<file path="src/rtl/lpm_pkg.sv">
package lpm_pkg;
    typedef enum logic [3:0] {
        M_PLL_RUN    = 4'd0,
        M_PLL_SLEEP  = 4'd1,
        M_PLL_WATCH  = 4'd2,
        M_PSEUDO     = 4'd3,
        M_MAIN_RUN   = 4'd4,
        M_MAIN_SLEEP = 4'd5,
        M_MAIN_WATCH = 4'd6,
        M_MAIN_STOP  = 4'd7,
        M_SUB_RUN    = 4'd8,
        M_SUB_SLEEP  = 4'd9,
        M_SUB_WATCH  = 4'd10,
        M_SUB_STOP   = 4'd11,
        M_STAB       = 4'd12
    } mode_e;

    localparam logic [1:0] SRC_MAIN = 2'd0;
    localparam logic [1:0] SRC_PLL  = 2'd1;
    localparam logic [1:0] SRC_SUB  = 2'd2;

    typedef struct packed {
        logic       main_osc;
        logic       sub_osc;
        logic       pll;
        logic       cpu;
        logic       per;
        logic       tbt;
        logic       wt;
        logic [1:0] src;
    } clk_en_t;
endpackage

</file>
<file path="src/rtl/lpm_stab_timer.sv">
module lpm_stab_timer #(
    parameter int EXP0 = 10,
    parameter int EXP1 = 13,
    parameter int EXP2 = 15,
    parameter int EXP3 = 17
) (
    input  logic       clk,
    input  logic       rst_n,
    input  logic       start,
    input  logic       active,
    input  logic [1:0] wait_sel,
    output logic       done
);
    localparam int CW = EXP3 + 1;

    logic [CW-1:0] cnt;
    logic [CW-1:0] lim;

    function automatic logic [CW-1:0] limit_of(input logic [1:0] sel);
        logic [CW-1:0] one;
        one = '0;
        one[0] = 1'b1;
        case (sel)
            2'd0:    return one << EXP0;
            2'd1:    return one << EXP1;
            2'd2:    return one << EXP2;
            default: return one << EXP3;
        endcase
    endfunction

    always_ff @(posedge clk or negedge rst_n) begin
        if (!rst_n) begin
            cnt <= '0;
            lim <= '0;
        end else if (start) begin
            cnt <= '0;
            lim <= limit_of(wait_sel);
        end else if (active) begin
            cnt <= cnt + 1'b1;
        end
    end

    assign done = active && (cnt == lim - 1'b1);

    // count never runs past the latched limit
    assert_cnt_in_range_R9: assert property (@(posedge clk) disable iff (!rst_n)
        active |-> (cnt < lim));
endmodule

</file>
<file path="src/rtl/lpm_cpu_gate.sv">
module lpm_cpu_gate #(
    parameter int INT_DIV = 4
) (
    input  logic clk,
    input  logic rst_n,
    input  logic run_mode,
    input  logic cpu_want,
    input  logic intermit_en,
    input  logic cpu_access,
    output logic cpu_clk_en
);
    localparam int DW = (INT_DIV > 2) ? $clog2(INT_DIV) : 1;
    localparam logic [DW-1:0] LAST = DW'(INT_DIV - 1);

    logic [DW-1:0] phase;
    logic          thin;

    always_ff @(posedge clk or negedge rst_n) begin
        if (!rst_n)              phase <= '0;
        else if (phase == LAST)  phase <= '0;
        else                     phase <= phase + 1'b1;
    end

    assign thin       = run_mode && intermit_en && cpu_access;
    assign cpu_clk_en = cpu_want && (!thin || (phase == '0));

    // a thinned pulse is never followed by another while thinning holds
    assert_thin_gap_R11: assert property (@(posedge clk) disable iff (!rst_n)
        (thin && cpu_clk_en) |=> (!thin || !cpu_clk_en));
endmodule

</file>
<file path="src/rtl/lpm_mode_fsm.sv">
module lpm_mode_fsm
    import lpm_pkg::*;
(
    input  logic       clk,
    input  logic       rst_n,
    input  logic       req_valid,
    input  logic [3:0] req_mode,
    input  logic       wake_irq,
    input  logic       stab_done,
    output mode_e      state,
    output clk_en_t    en,
    output logic       req_err,
    output logic       stab_start,
    output logic       run_mode
);
    mode_e nxt;
    logic  err_nxt;

    function automatic logic legal(input mode_e cur, input logic [3:0] tgt);
        if (tgt == 4'd0 || tgt == 4'd4 || tgt == 4'd8) return 1'b1;
        case (cur)
            M_PLL_RUN:  return (tgt >= 4'd1) && (tgt <= 4'd3);
            M_MAIN_RUN: return (tgt >= 4'd5) && (tgt <= 4'd7);
            M_SUB_RUN:  return (tgt >= 4'd9) && (tgt <= 4'd11);
            default:    return 1'b0;
        endcase
    endfunction

    assign run_mode = (state == M_PLL_RUN) || (state == M_MAIN_RUN) || (state == M_SUB_RUN);

    always_comb begin
        nxt     = state;
        err_nxt = 1'b0;
        unique case (state)
            M_PLL_RUN, M_MAIN_RUN, M_SUB_RUN: begin
                if (req_valid) begin
                    if (legal(state, req_mode)) nxt = mode_e'(req_mode);
                    else                        err_nxt = 1'b1;
                end
            end
            M_PLL_SLEEP, M_PLL_WATCH, M_PSEUDO: begin
                err_nxt = req_valid;
                if (wake_irq) nxt = M_PLL_RUN;
            end
            M_MAIN_SLEEP, M_MAIN_WATCH: begin
                err_nxt = req_valid;
                if (wake_irq) nxt = M_MAIN_RUN;
            end
            M_MAIN_STOP: begin
                err_nxt = req_valid;
                if (wake_irq) nxt = M_STAB;
            end
            M_SUB_SLEEP, M_SUB_WATCH, M_SUB_STOP: begin
                err_nxt = req_valid;
                if (wake_irq) nxt = M_SUB_RUN;
            end
            M_STAB: begin
                err_nxt = req_valid;
                if (stab_done) nxt = M_MAIN_RUN;
            end
            default: nxt = M_MAIN_RUN;
        endcase
    end

    assign stab_start = (state == M_MAIN_STOP) && wake_irq;

    always_ff @(posedge clk or negedge rst_n) begin
        if (!rst_n) begin
            state   <= M_MAIN_RUN;
            req_err <= 1'b0;
        end else begin
            state   <= nxt;
            req_err <= err_nxt;
        end
    end

    always_comb begin
        en = '0;
        unique case (state)
            M_PLL_RUN:    en = '{1'b1, 1'b1, 1'b1, 1'b1, 1'b1, 1'b1, 1'b1, SRC_PLL};
            M_PLL_SLEEP:  en = '{1'b1, 1'b1, 1'b1, 1'b0, 1'b1, 1'b1, 1'b1, SRC_PLL};
            M_PSEUDO:     en = '{1'b1, 1'b1, 1'b0, 1'b0, 1'b0, 1'b1, 1'b1, SRC_MAIN};
            M_MAIN_RUN:   en = '{1'b1, 1'b1, 1'b0, 1'b1, 1'b1, 1'b1, 1'b1, SRC_MAIN};
            M_MAIN_SLEEP: en = '{1'b1, 1'b1, 1'b0, 1'b0, 1'b1, 1'b1, 1'b1, SRC_MAIN};
            M_PLL_WATCH, M_MAIN_WATCH, M_SUB_WATCH:
                          en = '{1'b0, 1'b1, 1'b0, 1'b0, 1'b0, 1'b0, 1'b1, SRC_SUB};
            M_MAIN_STOP:  en = '{1'b0, 1'b0, 1'b0, 1'b0, 1'b0, 1'b0, 1'b0, SRC_MAIN};
            M_SUB_RUN:    en = '{1'b0, 1'b1, 1'b0, 1'b1, 1'b1, 1'b0, 1'b1, SRC_SUB};
            M_SUB_SLEEP:  en = '{1'b0, 1'b1, 1'b0, 1'b0, 1'b1, 1'b0, 1'b1, SRC_SUB};
            M_SUB_STOP:   en = '{1'b0, 1'b0, 1'b0, 1'b0, 1'b0, 1'b0, 1'b0, SRC_SUB};
            M_STAB:       en = '{1'b1, 1'b1, 1'b0, 1'b0, 1'b0, 1'b0, 1'b0, SRC_MAIN};
            default:      en = '0;
        endcase
    end

    // the error flag only follows a request
    assert_err_has_cause_R3: assert property (@(posedge clk) disable iff (!rst_n)
        req_err |-> $past(req_valid));
    // main watch returns to main run
    assert_watch_return_R8: assert property (@(posedge clk) disable iff (!rst_n)
        (state == M_MAIN_WATCH && wake_irq) |=> (state == M_MAIN_RUN));
    // main stop wake goes through stabilization
    assert_stop_to_stab_R9: assert property (@(posedge clk) disable iff (!rst_n)
        (state == M_MAIN_STOP && wake_irq) |=> (state == M_STAB));
endmodule

</file>
<file path="src/rtl/lpm_clock_ctrl.sv">
module lpm_clock_ctrl
    import lpm_pkg::*;
#(
    parameter int INT_DIV = 4,
    parameter int EXP0    = 10,
    parameter int EXP1    = 13,
    parameter int EXP2    = 15,
    parameter int EXP3    = 17
) (
    input  logic       clk,
    input  logic       rst_n,
    input  logic       req_valid,
    input  logic [3:0] req_mode,
    input  logic       wake_irq,
    input  logic [1:0] mul_sel,
    input  logic [1:0] wait_sel,
    input  logic       intermit_en,
    input  logic       cpu_access,
    output logic       main_osc_en,
    output logic       sub_osc_en,
    output logic       pll_en,
    output logic       cpu_clk_en,
    output logic       per_clk_en,
    output logic       tbt_clk_en,
    output logic       wt_clk_en,
    output logic [1:0] clk_src,
    output logic [3:0] pll_mult,
    output logic [3:0] mode_state,
    output logic       req_err,
    output logic       stab_busy
);
    mode_e   state;
    clk_en_t en;
    logic    stab_start;
    logic    stab_done;
    logic    run_mode;

    lpm_mode_fsm u_fsm (
        .clk        (clk),
        .rst_n      (rst_n),
        .req_valid  (req_valid),
        .req_mode   (req_mode),
        .wake_irq   (wake_irq),
        .stab_done  (stab_done),
        .state      (state),
        .en         (en),
        .req_err    (req_err),
        .stab_start (stab_start),
        .run_mode   (run_mode)
    );

    lpm_stab_timer #(.EXP0(EXP0), .EXP1(EXP1), .EXP2(EXP2), .EXP3(EXP3)) u_stab (
        .clk      (clk),
        .rst_n    (rst_n),
        .start    (stab_start),
        .active   (state == M_STAB),
        .wait_sel (wait_sel),
        .done     (stab_done)
    );

    lpm_cpu_gate #(.INT_DIV(INT_DIV)) u_gate (
        .clk         (clk),
        .rst_n       (rst_n),
        .run_mode    (run_mode),
        .cpu_want    (en.cpu),
        .intermit_en (intermit_en),
        .cpu_access  (cpu_access),
        .cpu_clk_en  (cpu_clk_en)
    );

    always_ff @(posedge clk or negedge rst_n) begin
        if (!rst_n)       pll_mult <= 4'd2;
        else if (!en.pll) pll_mult <= {1'b0, mul_sel, 1'b0} + 4'd2;
    end

    assign main_osc_en = en.main_osc;
    assign sub_osc_en  = en.sub_osc;
    assign pll_en      = en.pll;
    assign per_clk_en  = en.per;
    assign tbt_clk_en  = en.tbt;
    assign wt_clk_en   = en.wt;
    assign clk_src     = en.src;
    assign mode_state  = state;
    assign stab_busy   = (state == M_STAB);

    // CPU held off through stabilization
    assert_stab_cpu_off_R9: assert property (@(posedge clk) disable iff (!rst_n)
        stab_busy |-> !cpu_clk_en);
    // multiplier frozen while the PLL runs
    assert_mult_frozen_R10: assert property (@(posedge clk) disable iff (!rst_n)
        (pll_en && $past(pll_en)) |-> $stable(pll_mult));
    // stop states leave everything dark
    assert_stop_dark_R7: assert property (@(posedge clk) disable iff (!rst_n)
        (mode_state == 4'd7 || mode_state == 4'd11) |-> (!main_osc_en && !sub_osc_en && !cpu_clk_en));
endmodule

</file>
<file path="config.mk">
export PLATFORM = sky130hd
export DESIGN_NAME = lpm_clock_ctrl
export DESIGN_NICKNAME = d
export VERILOG_FILES = /design/src/rtl/lpm_pkg.sv /design/src/rtl/lpm_stab_timer.sv /design/src/rtl/lpm_cpu_gate.sv /design/src/rtl/lpm_mode_fsm.sv /design/src/rtl/lpm_clock_ctrl.sv
export SDC_FILE = /design/constraint.sdc
export NUM_CORES = 1
export LEC_CHECK = 0
export BUFFER_PORTS_ARGS = -buffer_cell sky130_fd_sc_hd__buf_2
export CORE_MARGIN = 1
export CORE_UTILIZATION = 55
export CTS_CLUSTER_DIAMETER = 80
export CTS_CLUSTER_SIZE = 25
export DETAILED_ROUTE_END_ITERATION = 8
export GPL_TIMING_DRIVEN = 0
export HOLD_SLACK_MARGIN = 0.15
export PLACE_DENSITY = 0.79
export REMOVE_ABC_BUFFERS = 1
export SLEW_MARGIN = 25
export SYNTH_ARGS = -nofsm -noshare
export SYNTH_HDL_FRONTEND = slang
export SYNTH_SLANG_ARGS = --single-unit
</file>
<file path="constraint.sdc">
create_clock -name clk -period 2.5 [get_ports clk]
set_clock_uncertainty 0.15 [all_clocks]
set_input_delay 0 -clock clk [delete_from_list [all_inputs] [get_ports clk]]
set_output_delay 0 -clock clk [all_outputs]
set_load 0.005 [all_outputs]
</file>
# == Word-level counts from Yosys, hierarchy flattened ==
# Memory sizes are Yosys's and may differ from the RTL's.
# Cells that the tools add are included.
# op_classes
magnitude_cmp,6
n_reduce_logical,25
eq_ne,25
n_mux,23
n_addsub,4
# op_table
op,n
$pmux W18 S3,1
$mux W18,2
$mux W4,7
$eq A4 B4 Y1 const B,6
$pmux W4 S6,1
$eq A4 B3 Y1 const B,5
$add A18 B1 Y18 const B,1
$eq A18 B18 Y1,1
$sub A18 B1 Y18 const B,1
$ne A2 B2 Y1 const B,6
$reduce_or A10 Y1,1
$mux W1,9
$reduce_or A3 Y1,3
$eq A4 B2 Y1 const B,2
$logic_and A1 B1 Y1,8
$logic_not A4 Y1,2
$reduce_and A7 Y1,1
$logic_or A1 B1 Y1,5
$add A3 B2 Y4 const B,1
$eq A2 B2 Y1 const B,2
$eq A4 B1 Y1 const B,1
$ge A4 B1 Y1 const B,1
$ge A4 B3 Y1 const B,1
$ge A4 B4 Y1 const B,1
13 further kinds,14
# word_totals
out_inout_bits,19
input_bits,14
word_cells,90
n_memories,1
romBits,144
regBits,47
# memory_table
name,words,width,rd,rd_clocked_by_memory_dff,write_ports,line_no,source
(no name shown),16,9,1,0,0,lpm_mode_fsm.sv:79,unique case (state)

# == Logic depth before layout (Yosys ltp) ==
# Gate-level depths: netlist (run 1).
# depth
word_depth,12
ltp_mapped,8
ltp_nobuf,7

# == Modules after synthesis ==
# A second synthesis (run 1) with hierarchy kept.
# hier_totals
hier_cells,207
hier_area_um2,1845.5
# by_module_without_submodules
module,n_inst,seq_area_each_um2,cells_each,area_per_inst_um2
lpm_stab_timer,1,550.5,128,1179.9
lpm_mode_fsm,1,126.4,58,424.2
lpm_clock_ctrl,1,76.3,12,140.1
lpm_cpu_gate,1,50.0,9,101.3

# == Worst setup path before layout (run 1) ==
# Ideal clock, no wire load.
# synth_timing
path_kind,reg-to-reg
startpoint,register u_fsm.state[1]
endpoint,register u_stab.cnt[7]
stages_incl_launch_ff,9
required_time_ns,2.218
t_arrival_ns,1.551
period_less_slack_ns,1.832
slack_ns,0.668
setup_ns,0.132
path_buffers,3
path_cell_list,dfrtp_1 > buf_6 > and4bb_1 > buf_4 > and4_1 > buf_4 > and4_1 > xnor2_1 > nor2_1
# synth_via
elab_cells_between_ends,5
classes_between,2 x eq/ne; 1 x mux; 2 x reduce/logical
# synth_lines
item,line_no,source
from (decl),lpm_mode_fsm.sv:10,"output mode_e state,"
from (signal assigned),lpm_mode_fsm.sv:72,state <= nxt;
$eq A4 B4 Y1,-,
net stab_busy,lpm_clock_ctrl.sv:30,output logic stab_busy
$reduce_bool A2 Y1 (no line),-,
to (signal assigned),lpm_stab_timer.sv:39,cnt <= cnt + 1'b1;
to (decl),lpm_stab_timer.sv:16,logic [CW-1:0] cnt;
# The timed path passes the listed nets, and every way through them passes these cells.
# A chain may end at the register's enable or synchronous reset.

# == Final worst setup path (run 1) ==
# layout_timing
startpoint,register u_fsm.state[3]
endpoint,register u_stab.cnt[7]
# layout_via
elab_chain_cells,3
elab_cells_between_ends,5
classes_between,2 x eq/ne; 1 x mux; 2 x reduce/logical
# layout_rtl
item,line_no,source
$eq A4 B3 Y1,lpm_mode_fsm.sv:65,assign stab_start = (state == M_MAIN_STOP) && wake_irq;
$logic_and A1 B1 Y1,lpm_mode_fsm.sv:65,
$mux W18 / $reduce_bool A2 Y1 (equally long branches),-,
# Several ways; a longest one is shown, not always the timed one.

==> results of run 1 <==
[routing by layer]
layer  vias to the layer above  GRT usage, %  wire length, microns
li1                        736             -                     -
met4                         0          12.9                    24
met2                        51          37.8                  1870
met3                         4          7.42                   154
met5                         -             0                     0
met1                       699          27.9                  1630
[synthesized netlist by cell type (2+ instances only)]
master,number
a21oi_1,6
a32oi_1,2
and2_1,3
and3_1,5
and4_1,3
buf_2,2
buf_4,4
clkbuf_1,2
dfrtp_1,30
dfstp_2,2
ha_1,5
inv_1,8
mux2_2,2
mux2i_1,3
nand2_1,15
nand2b_1,5
nand3_1,6
nand3b_1,2
nand4_1,7
nor2_1,26
nor3_1,4
o2111ai_1,2
o21ai_0,8
o21ai_1,2
or2_2,2
or3_1,2
xnor2_1,6
xor2_1,16
[sequential cells by signal, indices dropped and copies added (netlist names)]
register       cells
u_gate.phase       2
pll_mult           3
u_stab.cnt        18
u_stab.lim         4
u_fsm.state        4
u_fsm.req_err      1
[stage by stage]
| stage | hold WS, ps | cells | setup TNS, ps | cell area [sq um] |
|---|---|---|---|---|
| 3_3_place_gp | -60.1 | 256 | -7.64 | 1940 |
| 3_5_place_dp | -61.9 | 256 | 0 | 1940 |
| 6_report | 210 | 279 | 0 | 2170 |
| 5_1_grt | 225 | 279 | 0 | 2170 |
| 4_1_cts | 209 | 279 | 0 | 2170 |
| 2_1_floorplan | -446 | 181 | 0 | 1730 |
[cell usage in the layout (no fill, tap or decap), types with 3 or more instances in the layout]
master / instances
xor2_1: 16
buf_2: 31
nand4_1: 7
clkbuf_4: 5
mux2i_1: 3
and2_1: 3
o21ai_0: 8
inv_1: 8
and3_1: 5
a21oi_1: 6
and4_1: 3
nor2_1: 26
xnor2_1: 6
nand3_1: 6
nand2_1: 15
nor3_1: 4
ha_1: 5
dfrtp_1: 30
nand2b_1: 5
dlygate4sd3_1: 14
[worst max-delay path, delay by kind of cell (launching register included)]
family / cells / cell delay, ps
xor gates and xnor gates: 1 / 120
DFF: 1 / 680
and+or+nand+nor: 4 / 1220
[power by group]
part	total (W)	internal (W)	switching [W]
combinational	0.000873	0.000438	0.000435
clock	0.000312	0.000138	0.000174
sequential	0.000980	0.000726	0.000253
[cell families (layout without fill, tap and decap cells)]
family                     Yosys count  in the layout  share of synthesized area, %
buffers and inverters               18             62                          5.17
xor gates and xnor gates            22             22                          10.8
and+or+nand+nor                     83             83                          23.8
other                                1              1                         0.210
muxes                                5              5                          2.94
DFF                                 32             32                          44.9
AOI/OAI and AO/OA                   25             25                          8.67
adders and majority gates            5              5                          3.50
[how the worst max path moves through the flow]
stage,slack (ps),cells past startpoint,to,from
finish,190,5,u_stab.cnt[7],u_fsm.state[3]
detailed placement,230,5,u_stab.cnt[7],u_fsm.state[3]
floorplan,440,4,u_stab.lim[17],u_fsm.state[2]
global route,60,4,u_stab.lim[15],u_fsm.state[2]
global placement,-8,4,u_stab.lim[17],u_fsm.state[2]
CTS,200,5,u_stab.cnt[7],u_fsm.state[3]
[layout make-up]
type | instances | share of cell area, %
multi-input cells | 141 | 41.5
flip-flops and latches | 32 | 37.1
repair buffers | 46 | 14.6
clock buffers | 7 | 2.54
well taps | 44 | 2.54
inverters | 8 | 1.39
clock inverters | 1 | 0.347
[repair_timing]
action,in CTS,in global routing
gates resized for setup,0,0
endpoints found under the hold margin,62,0
hold buffers,15,0
==> flow_metrics.tcl, run 1 <==
set metrics [dict create \
    hp-class "in -> out" \
    cap_viol_max_count 0 \
    min_to "cpu_clk_en" \
    fill_cells 240 \
    grt_max_degree 31 \
    ys_seq_area_share_pct 44.9 \
    cp.required_ps 2530 \
    synth_top_area_cell "dfrtp_1" \
    start_util_pct 58.1 \
    drv_slew 0 \
    drive_gt1_share_pct 20.0 \
    antenna_found_initial 0 \
    clock_path_buffers 2 \
    firstDrtPassIters 4 \
    postCtsSetupBuffers 0 \
    initialDrtViolationCount 126 \
    pin_count 33 \
    r2r.worst_path.cells 5 \
    fmax_ghz 0.433 \
    r2r-start "u_fsm.state[3]" \
    slew_headroom_pct 35.5 \
    die_w_microns 59.0 \
    synth_cells 191 \
    cp-end-kind "flip-flop" \
    vias_per_cell 5.34 \
    final-seq-area_sq_um 803 \
    rsz0062_at_grt "no" \
    grt_overflow 0 \
    post-place-ws_ps 234 \
    wirelength_mm 3.68 \
    cts_tree "yes" \
    ys_async_sr_fraction_pct 100 \
    diodes 0 \
    setup_violations 0 \
    yosys_warnings 0 \
    synth_cell_types 39 \
    cts_max_level 2 \
    synth.area.top_cells "dfrtp_1 (42%), xor2_1 (7.8%), nor2_1 (5.5%)" \
    hold_depth 4 \
    hold_violations 0 \
    die-area_sq_um 3490 \
    fin_crit_ps 2310 \
    grt.total_usage_pct 23.5 \
    ys.flop_type "dfrtp_1" \
    cts_root_buffer "clkbuf_4" \
    worst-r2r-setup-slack_ps 190 \
    synth_area_sq_um 1790 \
    port_buffers 31 \
    synth_top_area_share_pct 42.0 \
    routedWlPerCell_microns 13.2 \
    synth-edff-count 0 \
    finalWorstSetupSlack_ps 190 \
    cts.sinks 32 \
    ir_drop_v 0.000680 \
    layout.nets 253 \
    holdCritStartpoint "intermit_en" \
    dieHeight_microns 59.0 \
    power.total_w 0.00216 \
    clk_pin_slew_ps 100 \
    clkLatencyLatePin_ps 320 \
    slowest_delay_ps 680 \
    worst_path_most_repeated_cell "and4_1" \
    start_kind "flip-flop" \
    p_per_area_nw_per_um2 999 \
    slowest_stage "dfrtp_1" \
    grt_pass1_wl_mm 5.88 \
    dp_hpwl_mm 2.23 \
    cp.arrival_ps 2340 \
    coreArea_sq_um 3080 \
    path_cells "and4bb_1, and4_1, and4_1, xnor2_1, nor2_1" \
    vias 1490 \
    leakage_nw 0.958 \
    tightest_slew_ps 966 \
    crit_fanout 15 \
    syn_avg_cell_area_sq_um 9.37 \
    ant_nets 0 \
    status "finished clean" \
    yosys_register_bits 32 \
    syn2layout_area_growth_pct 21.0 \
    drc 0 \
    grt_pass1_vias 1376 \
    numCtsBuffers 5 \
    finalCoreUtilization_pct 70.4 \
    worstSetupPathType "reg -> reg" \
    period_share_pct 92.4 \
    r2r-end "u_stab.cnt[7]" \
    multiInputGateArea_sq_um 900 \
    num_rows 20 \
    place.gp.congestion 0.809 \
]
No activity file was read; power rests on OpenSTA's default activity.
==> inputs of run 2 (changes only) <==
--- a/config.mk
+++ b/config.mk
@@ -7,13 +7,12 @@
 export LEC_CHECK = 0
 export BUFFER_PORTS_ARGS = -buffer_cell sky130_fd_sc_hd__buf_2
 export CORE_MARGIN = 1
-export CORE_UTILIZATION = 55
+export CORE_UTILIZATION = 40
 export CTS_CLUSTER_DIAMETER = 80
 export CTS_CLUSTER_SIZE = 25
 export DETAILED_ROUTE_END_ITERATION = 8
 export GPL_TIMING_DRIVEN = 0
 export HOLD_SLACK_MARGIN = 0.15
-export PLACE_DENSITY = 0.79
 export REMOVE_ABC_BUFFERS = 1
 export SLEW_MARGIN = 25
 export SYNTH_ARGS = -nofsm -noshare
==> run 2 against run 1 <==
Sequential share of layout area down 0.94 points. Global-route usage down 6.4 points. Clock power up 16%. Sequential cell count unchanged. Cell count up 3.6%. Critical path depth unchanged. Fmax up 0.24%.
==> flow_metrics.tcl, run 2 (synthesis gave the netlist of run 1 again) <==
set metrics [dict create \
    status "finished clean" \
    die-area_sq_um 4740 \
    cap_viol_max_count 0 \
    path_cells "and4bb_1, and4_1, and4_1, xnor2_1, nor2_1" \
    drv_slew 0 \
    coreArea_sq_um 4140 \
    crit_fanout 15 \
    tightest_slew_ps 709 \
    place.gp.congestion 0.703 \
    hp-class "in -> async" \
    largest_reg_flops 18 \
    top_register "u_stab.cnt" \
    fill_cells 409 \
    antenna_found_initial 0 \
    die_w_microns 68.9 \
    timing.hold.ws_ps 157 \
    reg_top3 "u_stab.cnt: 18 flops, u_fsm.state: 4 flops, u_stab.lim: 4 flops" \
    ir_drop_v 0.000508 \
    cp-end-kind "flip-flop" \
    power.total_w 0.00221 \
    routedWlPerCell_microns 12.6 \
    syn2layout_area_growth_pct 24.2 \
    leakage_nw 0.983 \
    port_buffers 31 \
    dp_hpwl_mm 2.42 \
    vias_per_cell 5.06 \
    ant_nets 0 \
    setup_violations 0 \
    diodes 0 \
    cts_root_buffer "clkbuf_8" \
    cp.arrival_ps 2320 \
    fin_crit_ps 2300 \
    rsz0062_at_grt "no" \
    slowest_stage "dfrtp_1" \
    layout_commonest_cell "buf_2" \
    grt_overflow 0 \
    final_cell_mix "buf_2 (31), dfrtp_1 (30), nor2_1 (26)" \
    slew_headroom_pct 52.7 \
    drive_gt1_share_pct 20.5 \
    period_share_pct 92.2 \
    numCtsBuffers 5 \
    grt_pass1_vias 1302 \
    clk_pin_slew_ps 60 \
    layout.nets 258 \
    cts_max_level 2 \
    grt.total_usage_pct 17.1 \
    initialDrtViolationCount 37 \
    pin_count 33 \
    vias 1462 \
    drc 0 \
    num_rows 23 \
    start_kind "flip-flop" \
    worstSetupPathType "reg -> reg" \
    path_buf_inv 0 \
    dieHeight_microns 68.9 \
    firstDrtPassIters 4 \
    slowest_delay_ps 660 \
    ctsResizeCount 0 \
    wirelength_mm 3.63 \
    clkLatencyLatePin_ps 280 \
    grt_max_degree 33 \
    path_delay_family "simple AND/OR/NAND/NOR gates" \
    cts_tree "yes" \
    grt_pass1_wl_mm 5.80 \
    worst_path_most_repeated_cell "and4_1" \
    worst-r2r-setup-slack_ps 200 \
    cp.required_ps 2520 \
    start_util_pct 43.2 \
    hold_violations 0 \
    fmax_ghz 0.434 \
    clock_path_buffers 2 \
    cts.sinks 32 \
    p_per_area_nw_per_um2 995 \
]
## run 2: changes by cell type in the layout (fill, tap and decap cells not counted)
cell / previous run / this run
clkbuf_4: 5 / 0
buf_4: 0 / 4
clkbuf_8: 1 / 5
buf_12: 1 / 0
buf_8: 0 / 1
clkbuf_1: 1 / 2
clkinvlp_4: 1 / 0
dlygate4sd3_1: 14 / 15
## run 2: cell type report
class / count / area [sq um] / share of cell area (%)
Multi-Input combinational cell: 141 / 900 / 40.5
Inverter: 8 / 30.0 / 1.35
Tap cell: 50 / 62.6 / 2.82
Clock buffer: 7 / 76.3 / 3.43
Sequential cell: 32 / 803 / 36.1
Timing Repair Buffer: 51 / 350 / 15.8
## run 2: report_power, final
part           switching [W]  internal (W)  leakage, nW
sequential          0.000256      0.000728        0.346
combinational       0.000426      0.000436        0.599
clock               0.000172      0.000191       0.0383
## run 2: layer usage
| metal | vias to the layer above | track usage, % | share of wire (%) |
|---|---|---|---|
| met2 | 25 | 28.6 | 47 |
| met5 | - | 0 | 0 |
| li1 | 748 | - | - |
| met1 | 687 | 20.8 | 49 |
| met3 | 2 | 3.95 | 3.2 |
| met4 | 0 | 7.65 | 0.63 |
## run 2: worst paths after layout
| kind | start | endpoint | depth (start not counted) |
|---|---|---|---|
| max reg2reg | u_fsm.state[3] | u_stab.cnt[7] | 5 |
| min reg2reg | u_gate.phase[0] | u_gate.phase[0] | 1 |
| min | rst_n | u_stab.cnt[8] | 2 |
| max in group asynchronous | rst_n | u_stab.lim[15] | 2 |
| max | u_fsm.state[3] | u_stab.cnt[7] | 5 |
| min in group clk | intermit_en | cpu_clk_en | 4 |
## run 2: timing repair
| item | in CTS | in global routing |
|---|---|---|
| buffers inserted | 0 | 4 |
| endpoints found under the hold margin | 48 | 0 |
| setup endpoints to repair | 0 | 2 |
| hold buffers | 15 | 0 |
## run 2: per-stage QoR
step	std cells	setup slack, ps	setup TNS, ps	area (sq um)	util (%)
3_5_place_dp	263	211	0	1970	47.4
3_3_place_gp	262	-99.3	-872	1940	46.9
4_1_cts	285	96.8	0	2190	52.9
6_report	289	195	0	2220	53.6
2_1_floorplan	181	437	0	1730	-
5_1_grt	289	42.2	0	2220	53.6
==> inputs of run 3 (changes only) <==
--- a/config.mk
+++ b/config.mk
@@ -5,14 +5,18 @@
 export SDC_FILE = /design/constraint.sdc
 export NUM_CORES = 1
 export LEC_CHECK = 0
+export ABC_CLOCK_PERIOD_IN_PS = 2500
 export BUFFER_PORTS_ARGS = -buffer_cell sky130_fd_sc_hd__buf_2
+export CELL_PAD_IN_SITES_DETAIL_PLACEMENT = 1
+export CELL_PAD_IN_SITES_GLOBAL_PLACEMENT = 2
 export CORE_MARGIN = 1
-export CORE_UTILIZATION = 40
+export CORE_UTILIZATION = 33
 export CTS_CLUSTER_DIAMETER = 80
 export CTS_CLUSTER_SIZE = 25
 export DETAILED_ROUTE_END_ITERATION = 8
 export GPL_TIMING_DRIVEN = 0
 export HOLD_SLACK_MARGIN = 0.15
+export PLACE_DENSITY_LB_ADDON = 0.1
 export REMOVE_ABC_BUFFERS = 1
 export SLEW_MARGIN = 25
 export SYNTH_ARGS = -nofsm -noshare
==> run 3 against run 2 <==
Setup slack gained 3.9 ps. Non-clock buffer count shrank 6. Critical endpoint unchanged. Routed wire length grew 18%. Fmax grew 0.17%. Combinational power grew 3.5%. Cell count grew 5.2%.
==> flow_metrics.tcl, run 3 (synthesis gave the netlist of run 1 again) <==
set metrics [dict create \
    tightest_slew_ps 737 \
    routedWlPerCell_microns 14.1 \
    drive_gt1_share_pct 20.5 \
    grt_overflow 0 \
    start_kind "flip-flop" \
    vias 1513 \
    antenna_found_initial 0 \
    drv_slew 0 \
    design_area_sq_um 2220 \
    crit_fanout 15 \
    cp-end-kind "flip-flop" \
    dieHeight_microns 75.6 \
    placed_area_sq_um 1990 \
    hp-class "in -> async" \
    final_cell_mix "buf_2 (31), dfrtp_1 (30), nor2_1 (26)" \
    cts_tree "yes" \
    cp.required_ps 2500 \
    coreArea_sq_um 5170 \
    cts_max_level 2 \
    setup_violations 0 \
    path_buf_inv 0 \
    finalCoreUtilization_pct 42.9 \
    period_share_pct 92.0 \
    pin_count 33 \
    cts.sinks 32 \
    rsz0062_at_grt "no" \
    grt.total_usage_pct 16.4 \
    hold_violations 0 \
    syn2layout_area_growth_pct 24.0 \
    grt_max_degree 33 \
    worst_path_most_repeated_cell "and4_1" \
    drc 0 \
    firstDrtPassIters 4 \
    worstSetupPathType "reg -> reg" \
    wirelength_mm 4.30 \
    grt_pass1_vias 1503 \
    slowest_stage "dfrtp_1" \
    die-area_sq_um 5720 \
    ant_nets 0 \
    fmax_ghz 0.435 \
    initialDrtViolationCount 37 \
    clk_pin_slew_ps 70 \
    p_per_area_nw_per_um2 1030 \
    grt_pass1_wl_mm 6.91 \
    port_buffers 31 \
    clock_path_buffers 2 \
    path_cells "and4bb_1, and4_1, and4_1, xnor2_1, nor2_1" \
    cp.arrival_ps 2300 \
    clkLatencyLatePin_ps 280 \
    diodes 0 \
    reg_top3 "u_stab.cnt: 18 flops, u_fsm.state: 4 flops, u_stab.lim: 4 flops" \
    path_delay_family "simple AND/OR/NAND/NOR gates" \
    cap_viol_max_count 0 \
    num_rows 26 \
    cts_root_buffer "clkbuf_8" \
    numCtsBuffers 5 \
    layout.nets 252 \
    fin_crit_ps 2300 \
    dp_hpwl_mm 3.03 \
    top_register "u_stab.cnt" \
    layout_commonest_cell "buf_2" \
    largest_reg_flops 18 \
    leakage_nw 0.973 \
    start_util_pct 34.6 \
    vias_per_cell 4.98 \
    slowest_delay_ps 670 \
    status "finished clean" \
    slew_headroom_pct 50.8 \
    ir_drop_v 0.000445 \
    place.gp.congestion 0.759 \
    die_w_microns 75.6 \
]
## run 3: per-layer routing
metal | share of wire, % | track usage, % | wire length [microns] | up-vias
met4 | 1.0 | 6.38 | 43 | 0
met5 | 0 | 0 | 0 | -
met2 | 51 | 29.3 | 2190 | 31
met3 | 3.5 | 4.37 | 151 | 6
met1 | 44 | 18.8 | 1910 | 743
li1 | - | - | - | 733
## run 3: worst paths after layout
kind	from	end	slack [ps]	cells after the start
max	u_fsm.state[3]	u_stab.cnt[7]	200	5
min	rst_n	u_fsm.req_err	170	2
min reg2reg	u_gate.phase[0]	u_gate.phase[0]	310	1
min in group clk	intermit_en	cpu_clk_en	230	4
max reg2reg	u_fsm.state[3]	u_stab.cnt[7]	200	5
max in group asynchronous	rst_n	u_stab.cnt[12]	1560	2
## run 3: layout make-up
cell class / instances / area (sq um)
tap: 70 / 87.6
fill: 596 / 2950
sequential: 32 / 803
clock inverter: 2 / 10.0
multi-input combinational: 141 / 905
inverter: 8 / 30.0
timing repair buffer: 45 / 300
clock buffer: 6 / 82.6
## run 3: worst register-to-register path: cells and delay by family (launching register included)
kind | cells | cell delay [ps]
DFF | 1 | 670
and+or+nand+nor | 4 | 1240
xor gates and xnor gates | 1 | 120
## run 3: power breakdown
part / switching, W / internal, W
sequential: 0.000266 / 0.000728
clock: 0.000189 / 0.000219
combinational: 0.000452 / 0.000440
total: 0.000908 / 0.00139
## run 3: stage by stage
step / power (W) / setup TNS, ps / cells / setup slack [ps] / hold WS [ps]
floorplan: 0.00152 / 0 / 181 / 437 / -446
global placement: 0.00182 / -259 / 282 / -99.7 / -57.0
detailed placement: 0.00187 / 0 / 283 / 174 / -42.1
CTS: 0.00232 / 0 / 304 / 158 / 195
global route: 0.00252 / 0 / 304 / 2.62 / 232
finish: 0.00229 / 0 / 304 / 199 / 165
## run 3: timing repair
action | 4_1_cts | 5_1_grt
gates resized for setup | 0 | 1
setup endpoints to repair | 0 | 1
hold buffers | 13 | 0
hold endpoints to repair | 54 | 0
buffers inserted | 0 | 0
